--- src/rtl/rtg_pkg.sv ---
package rtg_pkg;

   // width of every timing count
   localparam int unsigned TW         = 12;
   // bit position of the high field in a timing word
   localparam int unsigned HI_LSB     = 16;
   // three timing words per axis, two axes
   localparam int unsigned WORDS_AXIS = 3;
   localparam int unsigned NUM_AXES   = 2;
   localparam int unsigned NUM_TWORDS = WORDS_AXIS * NUM_AXES;
   localparam int unsigned CTRL_ADDR  = NUM_TWORDS;

   // control word bit positions
   localparam int unsigned RUN_BIT   = 31;
   localparam int unsigned HSTOP_BIT = 0;
   localparam int unsigned VSTOP_BIT = 2;
   localparam int unsigned HPOL_BIT  = 1;
   localparam int unsigned VPOL_BIT  = 3;

   // start positions of each region of one axis
   typedef struct packed {
      logic [TW-1:0] total;
      logic [TW-1:0] sync_end;
      logic [TW-1:0] lead_brd;
      logic [TW-1:0] pic;
      logic [TW-1:0] trail_brd;
      logic [TW-1:0] porch;
   } axis_tim_t;

   typedef enum logic [0:0] { AX_H = 1'b0, AX_V = 1'b1 } axis_e;

endpackage

--- src/rtl/rtg_regs.sv ---
module rtg_regs
   import rtg_pkg::*;
#(
   parameter int unsigned DATA_W = 32,
   parameter int unsigned ADDR_W = 3
) (
   input  logic              clk,
   input  logic              rst_n,
   input  logic              wr_en,
   input  logic [ADDR_W-1:0] wr_addr,
   input  logic [DATA_W-1:0] wr_data,
   input  logic              frame_end,
   output axis_tim_t         h_act,
   output axis_tim_t         v_act,
   output logic              run,
   output logic              hpol,
   output logic              vpol
);

   logic [TW-1:0] sh_lo [NUM_TWORDS];
   logic [TW-1:0] sh_hi [NUM_TWORDS];

   // one shadow word per address, each field masked to its count width
   for (genvar w = 0; w < NUM_TWORDS; w++) begin : g_word
      logic [TW-1:0] lo_q, hi_q;
      always_ff @(posedge clk or negedge rst_n) begin
         if (!rst_n) begin
            lo_q <= '0;
            hi_q <= '0;
         end else if (wr_en && (wr_addr == ADDR_W'(w))) begin
            lo_q <= wr_data[TW-1:0];
            hi_q <= wr_data[HI_LSB +: TW];
         end
      end
      assign sh_lo[w] = lo_q;
      assign sh_hi[w] = hi_q;
   end

   // control word: run state is folded to one flop when written
   logic run_q, hpol_q, vpol_q;
   always_ff @(posedge clk or negedge rst_n) begin
      if (!rst_n) begin
         run_q  <= 1'b0;
         hpol_q <= 1'b0;
         vpol_q <= 1'b0;
      end else if (wr_en && (wr_addr == ADDR_W'(CTRL_ADDR))) begin
         run_q  <= wr_data[RUN_BIT] & ~wr_data[HSTOP_BIT] & ~wr_data[VSTOP_BIT];
         hpol_q <= wr_data[HPOL_BIT];
         vpol_q <= wr_data[VPOL_BIT];
      end
   end

   // shadow words gathered per axis
   axis_tim_t sh_tim [NUM_AXES];
   for (genvar a = 0; a < NUM_AXES; a++) begin : g_axis
      localparam int unsigned B = a * WORDS_AXIS;
      assign sh_tim[a] = '{total:     sh_lo[B],
                           sync_end:  sh_hi[B],
                           lead_brd:  sh_lo[B+1],
                           pic:       sh_hi[B+1],
                           trail_brd: sh_lo[B+2],
                           porch:     sh_hi[B+2]};
   end

   // active copy follows shadow while stopped, otherwise at frame end only
   logic load;
   assign load = ~run_q | frame_end;

   always_ff @(posedge clk or negedge rst_n) begin
      if (!rst_n) begin
         h_act <= '0;
         v_act <= '0;
      end else if (load) begin
         h_act <= sh_tim[AX_H];
         v_act <= sh_tim[AX_V];
      end
   end

   assign run  = run_q;
   assign hpol = hpol_q;
   assign vpol = vpol_q;

endmodule

--- src/rtl/rtg_axis.sv ---
module rtg_axis
   import rtg_pkg::*;
(
   input  logic          clk,
   input  logic          rst_n,
   input  logic          run,
   input  logic          adv,
   input  axis_tim_t     tim,
   output logic [TW-1:0] pos,
   output logic          last,
   output logic          in_sync,
   output logic          in_pic,
   output logic          in_frame
);

   logic [TW-1:0] pos_q;

   assign last = (pos_q == (tim.total - TW'(1)));

   always_ff @(posedge clk or negedge rst_n) begin
      if (!rst_n) begin
         pos_q <= '0;
      end else if (!run) begin
         pos_q <= '0;
      end else if (adv) begin
         pos_q <= last ? '0 : pos_q + TW'(1);
      end
   end

   // each boundary is a start position; region membership by compare
   assign in_sync  = (pos_q < tim.sync_end);
   assign in_pic   = (pos_q >= tim.pic)      && (pos_q < tim.trail_brd);
   assign in_frame = (pos_q >= tim.lead_brd) && (pos_q < tim.porch);
   assign pos      = pos_q;

endmodule

--- src/rtl/raster_timing_gen.sv ---
module raster_timing_gen
   import rtg_pkg::*;
#(
   parameter int unsigned DATA_W  = 32,
   parameter int unsigned ADDR_W  = 3,
   parameter bit          REG_OUT = 1'b0
) (
   input  logic              clk,
   input  logic              rst_n,
   input  logic              wr_en,
   input  logic [ADDR_W-1:0] wr_addr,
   input  logic [DATA_W-1:0] wr_data,
   output logic              hsync_o,
   output logic              vsync_o,
   output logic              border_o,
   output logic              display_o,
   output logic [TW-1:0]     x_o,
   output logic [TW-1:0]     y_o
);

   if (DATA_W <= RUN_BIT) begin : g_bad_data_w
      $error("DATA_W must hold the run bit of the control word");
   end
   if ((2 ** ADDR_W) <= CTRL_ADDR) begin : g_bad_addr_w
      $error("ADDR_W too narrow to reach the control word");
   end
   if (HI_LSB < TW) begin : g_bad_fields
      $error("timing word fields overlap");
   end

   axis_tim_t     h_act, v_act;
   logic          run, hpol, vpol;
   logic          frame_end;
   logic [TW-1:0] h_pos, v_pos;
   logic          h_last, v_last;
   logic          h_sync, v_sync, h_pic, v_pic, h_frm, v_frm;

   rtg_regs #(.DATA_W(DATA_W), .ADDR_W(ADDR_W)) u_regs (
      .clk       (clk),
      .rst_n     (rst_n),
      .wr_en     (wr_en),
      .wr_addr   (wr_addr),
      .wr_data   (wr_data),
      .frame_end (frame_end),
      .h_act     (h_act),
      .v_act     (v_act),
      .run       (run),
      .hpol      (hpol),
      .vpol      (vpol)
   );

   rtg_axis u_hax (
      .clk      (clk),
      .rst_n    (rst_n),
      .run      (run),
      .adv      (1'b1),
      .tim      (h_act),
      .pos      (h_pos),
      .last     (h_last),
      .in_sync  (h_sync),
      .in_pic   (h_pic),
      .in_frame (h_frm)
   );

   rtg_axis u_vax (
      .clk      (clk),
      .rst_n    (rst_n),
      .run      (run),
      .adv      (h_last),
      .tim      (v_act),
      .pos      (v_pos),
      .last     (v_last),
      .in_sync  (v_sync),
      .in_pic   (v_pic),
      .in_frame (v_frm)
   );

   assign frame_end = run & h_last & v_last;

   // sync level per axis: active level chosen by the polarity bit
   logic [NUM_AXES-1:0] sync_act, pol, sync_c;
   assign sync_act = {v_sync, h_sync} & {NUM_AXES{run}};
   assign pol      = {vpol, hpol};
   for (genvar a = 0; a < NUM_AXES; a++) begin : g_pol
      assign sync_c[a] = pol[a] ? sync_act[a] : ~sync_act[a];
   end

   logic disp_c, brd_c;
   assign disp_c = run & h_pic & v_pic;
   assign brd_c  = run & h_frm & v_frm & ~disp_c;

   if (REG_OUT) begin : g_out_reg
      always_ff @(posedge clk or negedge rst_n) begin
         if (!rst_n) begin
            hsync_o   <= 1'b1;
            vsync_o   <= 1'b1;
            border_o  <= 1'b0;
            display_o <= 1'b0;
            x_o       <= '0;
            y_o       <= '0;
         end else begin
            hsync_o   <= sync_c[AX_H];
            vsync_o   <= sync_c[AX_V];
            border_o  <= brd_c;
            display_o <= disp_c;
            x_o       <= h_pos;
            y_o       <= v_pos;
         end
      end
   end else begin : g_out_comb
      assign hsync_o   = sync_c[AX_H];
      assign vsync_o   = sync_c[AX_V];
      assign border_o  = brd_c;
      assign display_o = disp_c;
      assign x_o       = h_pos;
      assign y_o       = v_pos;
   end

endmodule

--- config.mk ---
export PLATFORM = sky130hd
export DESIGN_NAME = raster_timing_gen
export DESIGN_NICKNAME = d
export VERILOG_FILES = /design/src/rtl/rtg_pkg.sv /design/src/rtl/rtg_regs.sv /design/src/rtl/rtg_axis.sv /design/src/rtl/raster_timing_gen.sv
export SDC_FILE = /design/constraint.sdc
export NUM_CORES = 1
export LEC_CHECK = 0
export CORE_UTILIZATION = 24
export DETAILED_ROUTE_END_ITERATION = 10
export DONT_BUFFER_PORTS = 1
export PLACE_DENSITY = 0.49
export SLEW_MARGIN = 20
export SYNTH_ARGS = -nofsm -noshare
export SYNTH_HDL_FRONTEND = slang
export SYNTH_HIERARCHICAL = 1
export SYNTH_SLANG_ARGS = --single-unit
export TNS_END_PERCENT = 5
--- constraint.sdc ---
create_clock -name clk -period 4.5 [get_ports clk]
set_clock_uncertainty 0.1 [all_clocks]
set_input_delay 0.225 -clock clk [delete_from_list [all_inputs] [get_ports clk]]
set_output_delay 0.225 -clock clk [all_outputs]
set_load 0.03 [all_outputs]
After elaboration in Yosys (flattened, before gate mapping):

Cells that the tools add are included.

* register bits after elaboration: 315
* bits of input ports: 38
* output and inout port bits: 28
* word-level logic and storage cells: 88

* $add $sub $neg: 4
* magnitude comparators: 10
* eq/ne operators: 9
* muxes and demuxes: 7
* bitwise logic cells: 17
* reductions and logical operators: 12

Operator list (count)
* 12-bit < comparator: 6
* 12-bit 2-to-1 mux: 5
* 12-bit >= comparator: 4
* 12-bit by 1-bit adder with 12-bit output, second input constant: 2
* 12-bit == test: 2
* 12-bit by 1-bit subtractor with 12-bit output, second input constant: 2
* 1-bit logical AND: 11
* 1-bit AND: 9
* 3-bit == test, second input constant: 3
* 3-bit by 2-bit == test with 1-bit output, second input constant: 2
* 1-bit NOT: 6
* 3-bit by 1-bit == test with 1-bit output, second input constant: 1
* 3-bit zero test: 1
* 2-bit AND: 1
* 1-bit 2-to-1 mux: 2
* 2-bit inequality test, second input constant: 1
* 1-bit bitwise OR: 1

Logic depth before layout (Yosys ltp):

* depth in word-level cells: 6
* gate-level depth with buffers: 13

Cells and area by module:

The synthesis kept the hierarchy.

Modules (own cells, without submodules)
* rtg_regs: times used 1, cells each 623, area each 11130.7 um^2
* rtg_axis: times used 2, cells each 326, area each 2570.0 um^2
* raster_timing_gen: times used 1, cells each 9, area each 57.6 um^2

Worst setup path before layout:

Ideal clock, no wire load.

* path type: reg-to-reg
* from: register, netlist name u_regs/h_act[60]
* to: register, netlist name u_regs/h_act[10]
* setup time: 0.125 ns
* arrival time: 3.135 ns
* data required time: 4.275 ns
* slack: 1.140 ns
* cell stages (with the launch flop): 14
* buffers on the path: 3
* period minus slack after synthesis: 3.360 ns
* path through: dfrtp_1 > inv_1 > ha_1 > or4b_4 > nor4_2 > xnor2_1 > o211ai_1 > nor4_1 > and3_2 > nor2b_1 > buf_2 > buf_2 > buf_4 > mux2_2

* longest elaborated chain between the ends: 5

RTL lines
* 12-bit by 1-bit subtractor with 12-bit output: RTL line rtg_axis.sv:18 `assign last = (pos_q == (tim.total - TW'(1)));`
* 12-bit == test: RTL line rtg_axis.sv:18
* named net h_last: RTL line raster_timing_gen.sv:35 `logic h_last, v_last;`
* 1-bit AND (2 in a row): RTL line raster_timing_gen.sv:78 `assign frame_end = run & h_last & v_last;`
* named net frame_end: RTL line raster_timing_gen.sv:33 `logic frame_end;`
* 1-bit bitwise OR: RTL line rtg_regs.sv:67 `assign load = ~run_q | frame_end;`

The timed path passes the listed nets, and every way through them passes these cells.
A chain may end at the register's enable or synchronous reset.

Worst setup path after layout:

* from: register u_hax.pos_q[1], in the netlist u_hax/pos[1]
* to: output hsync_o

* longest elaborated chain between the ends: 4

RTL lines
* start: declaration: RTL line rtg_axis.sv:16 `logic [TW-1:0] pos_q;`
* start signal: assignment: RTL line rtg_axis.sv:26 `pos_q <= last ? '0 : pos_q + TW'(1);`
* 12-bit < comparator *: RTL line rtg_axis.sv:31 `assign in_sync = (pos_q < tim.sync_end);`
* named net h_sync: RTL line raster_timing_gen.sv:36 `logic h_sync, v_sync, h_pic, v_pic, h_frm, v_frm;`
* 2-bit AND *: RTL line raster_timing_gen.sv:82 `assign sync_act = {v_sync, h_sync} & {NUM_AXES{run}};`
* 1-bit NOT: RTL line raster_timing_gen.sv:85 `assign sync_c[a] = pol[a] ? sync_act[a] : ~sync_act[a];`
* 1-bit 2-to-1 mux *: RTL line raster_timing_gen.sv:85
* end: declaration: RTL line raster_timing_gen.sv:13 `output logic hsync_o,`

Mark *: on every way through the listed nets, which the timed path passes. The rest lies on a longest branch.

==> summary by stage <==
Global routing
The final global-route overflow total is 0. The first global-routing pass estimated 64.0 mm of wire. For met3 alone, demand over resource in global routing was 2.21%. In the global route stage, met1 resource usage came out at 14.9%. The via count of the first global-routing pass came to 10400. The number of antenna violations at the first check in global routing is 3. In the global route stage, overall resource usage came out at 12.0%. For this run, global-route usage on met2 was measured as 20.9%. The busiest layer in global routing is met2. Entering global routing, the biggest net connects 316 pins.

Timing
The total negative setup slack is 0 ps. The slew at the pin closest to its max-slew limit is 1210 ps. Setup repair after global routing left no endpoint under its margin. The worst max-slew margin expressed relative to the limit is 19.0%. The maximum achievable frequency is 259 MHz. The number of max-slew violations in the final report is 0. After layout, the worst path uses 85.8% of the clock period. The final period demand of the worst path is 3860 ps. The count of endpoints failing hold in the final timing report is 315. The setup-violating endpoint count in the final report is 0.

Hold timing on the final database bottoms out at a slack of -680 ps.

Layout
The area growth from synthesis to layout is 15.0%. The most common cell after layout, fill and taps aside is sky130_fd_sc_hd__dfrtp_1. In the final design database the tool counted 1495 nets.

The top cell types in the final layout, fill and taps aside, are sky130_fd_sc_hd__dfrtp_1, sky130_fd_sc_hd__mux2_2, sky130_fd_sc_hd__inv_1, sky130_fd_sc_hd__ha_1, sky130_fd_sc_hd__mux2_4. The share of the core filled with cells in the final layout is 27.9%. The fraction of final layout cells sized beyond drive strength 1 is 30.2%.

Synth
Yosys mapped a number of flops with a built-in enable equal to 0. In this run the cell area of the synthesized design comes to 0.0163 mm^2. The Yosys step of the flow raised 6 warnings. The distinct cell type count after synthesis is 58. The number of cells produced by synthesis is 1284. The most used flip-flop cell after synthesis is sky130_fd_sc_hd__dfrtp_1. In the post-synthesis netlist, the biggest area contributors are sky130_fd_sc_hd__dfrtp_1, sky130_fd_sc_hd__mux2_2, sky130_fd_sc_hd__ha_1, sky130_fd_sc_hd__mux2_4, sky130_fd_sc_hd__inv_1. The sequential element share of the synthesized area is 48.3%. The largest area contributor in the synthesized netlist is sky130_fd_sc_hd__dfrtp_1. The portion of synthesized cell area occupied by the leading cell type is 48.3%.

Of all flip-flops after synthesis, the portion carrying an async set or reset was 100%. The number of synthesized register bits is 315. Averaged over all synthesized cells, the footprint is 12.7 um^2.

Setup path
The capturing element type of the critical path is an output port. The slowest stage cell on the critical path is sky130_fd_sc_hd__dfrtp_1. The worst register-to-register path ends at u_regs/h_act[13].

Of all nets on the critical path, the largest fanout is 10. The number of cells on the worst reg-to-reg path is 11. Together, buffers and inverters on the worst path number 0.

STA puts the critical path data required time at 4180 ps. The critical path class is flop to output port. The critical path goes through ha_1 -> a21boi_0 -> o21a_1 -> o21ai_0 -> a21oi_1 -> o221ai_1 -> a211o_1 -> nand2_1 -> xor2_1. The worst flop-to-flop path startpoint is u_regs/h_act[60]. The endpoint of the worst setup timing path is hsync_o.

STA classifies the critical path startpoint as a flop. The setup check on the worst reg-to-reg path leaves a slack of 680 ps. Among cell families on the critical path, the largest total delay comes from compound AO/OA/AOI/OAI gates. The delay of the slowest cell on the worst path is 810 ps. The launch point of the critical path is u_hax/pos[1]. The total stage count of the critical path is 9.

For the worst setup path, the data arrival time is 3540 ps.

Pwr
For this design the ratio of total power to cell area is 444 mW/mm^2. The leakage power figure is 0.00872 uW. The maximum VDD drop is 0.000205 V.

The completed layout was analyzed and its total power is 8340 uW.

Floorplan
The die height is 263 um. The die span in x is 263 um. The floorplan step defined a core boundary enclosing 0.0673 mm^2. During I/O placement, the number of pins put on the boundary was 66. The initial utilization of the core area, before any placement, comes to 24.3%. The die footprint is 0.0691 mm^2. The floorplan row count is 95.

Drt
After the first detailed-routing iteration, the DRC count stood at 485. The count of unresolved DRC violations after routing is 0. The total number of vias is 9888. Using the TritonRoute via totals, the vias-per-cell ratio works out to 4.43. The count of nets left with antenna violations once routing finished came out at 0. The routed wire length per instance is 18.2 um. The detailed-router iteration count before antenna repair is 6. The total wire length after detailed routing is 40.6 mm.

Clock tree
Hold repair after CTS inserted 28 buffers. The buffers inserted during post-CTS setup optimization is 0. The total CTS buffers is 35. Clock-pin slew was measured on the worst setup and hold paths at 60 ps. For the worst-skew pair, the clock arrives at the later sink with an insertion delay of 520 ps.

CTS placed an instance of sky130_fd_sc_hd__clkbuf_16 at the clock tree root. The number of instances resized during post-cts repair is 0. The clock drives 315 sinks. The worst-case clock buffer depth is 3. TritonCTS built the clock tree.

The maximum level of the CTS H-tree is 2.

Min path
The tightest min-delay check is of the primary input to asynchronous set/reset pin type.

Run
The max-capacitance violation count is 0.

Place
The routability congestion estimate from global placement is 0.818. Port buffering added 0 buffers. Detailed placement finished with a half-perimeter wire length of 26.7 mm.

Status
The run finished, with violations left. The final reports fail on negative hold slack.
==> routing by layer <==
metal  wire length (um)  vias to the layer above  part of all wire [%]
li1                   -                     4674                     -
met1              17800                     5025                    44
met2              20000                      120                    49
met3               1560                       67                   3.8
met4               1200                        2                   3.0
met5                 17                        -                 0.042
==> power breakdown <==
part,switching [uW],total (uW),internal (uW)
registers,401,3880,3480
logic,692,1620,928
clock network,1130,2840,1700
total,2230,8340,6110
==> stage by stage <==
stage / instances / setup slack, ps / area, um^2
3_5_place_dp: 2147 / 646 / 17300
3_3_place_gp: 2147 / 698 / 17300
2_1_floorplan: 1289 / 1140 / 16300
6_report: 2234 / 640 / 18800
4_1_cts: 2232 / 477 / 18800
5_1_grt: 2233 / 360 / 18800
==> how the worst min path moves through the flow <==
stage	start	to	slack, ps	cells after the start
floorplan	rst_n	u_hax/pos[0]	-170	0
global placement	rst_n	u_regs/v_act[51]	-150	0
detailed placement	rst_n	u_regs/g_word[3].hi_q[4]	-150	0
CTS	rst_n	u_regs/g_word[3].hi_q[4]	-720	0
global route	rst_n	u_regs/g_word[3].hi_q[4]	-720	0
finish	rst_n	u_regs/g_word[3].hi_q[4]	-680	0
==> cells in the mapped netlist (18+ instances only) <==
cell,n
sky130_fd_sc_hd__a21o_1,22
sky130_fd_sc_hd__a21oi_1,24
sky130_fd_sc_hd__and3_1,20
sky130_fd_sc_hd__and4b_1,20
sky130_fd_sc_hd__dfrtp_1,315
sky130_fd_sc_hd__ha_1,118
sky130_fd_sc_hd__inv_1,118
sky130_fd_sc_hd__mux2_2,244
sky130_fd_sc_hd__mux2_4,46
sky130_fd_sc_hd__nand2_1,26
sky130_fd_sc_hd__nand2b_1,20
sky130_fd_sc_hd__nor2_1,42
sky130_fd_sc_hd__o21ai_0,18
sky130_fd_sc_hd__o21ai_1,20
sky130_fd_sc_hd__o21ai_2,20
==> logic make-up (layout without fill, tap and decap cells) <==
kind of cell	after synthesis	after routing	synth area share [%]
AO/OA/AOI/OAI	163	163	7.09
XOR/XNOR	30	30	1.61
adder cells (fa/ha/maj)	118	118	9.04
buffers and inverters	162	232	4.84
flip-flops	315	315	48.3
multiplexers	293	293	21.2
other	1	8	0.0230
AND/OR/NAND/NOR	202	202	7.87
==> cell type report <==
class,instances,area [um^2]
Multi-Input combinational cell,812,7700
Tap cell,873,1090
Clock inverter,8,92.6
Clock buffer,49,1030
Inverter,118,443
Timing Repair Buffer,57,523
Antenna cell,2,5.00
Fill cell,6916,48500
Sequential cell,315,7880
==> sequential cells by signal, indices dropped and copies added (netlist names) <==
signal,cells
u_hax/pos,12
u_regs/g_word.hi_q,72
u_regs/g_word.lo_q,72
u_regs/h_act,72
u_regs/hpol,1
u_regs/run,1
u_regs/v_act,72
u_regs/vpol,1
u_vax/pos,12
No activity file was read; power rests on OpenSTA's default activity.
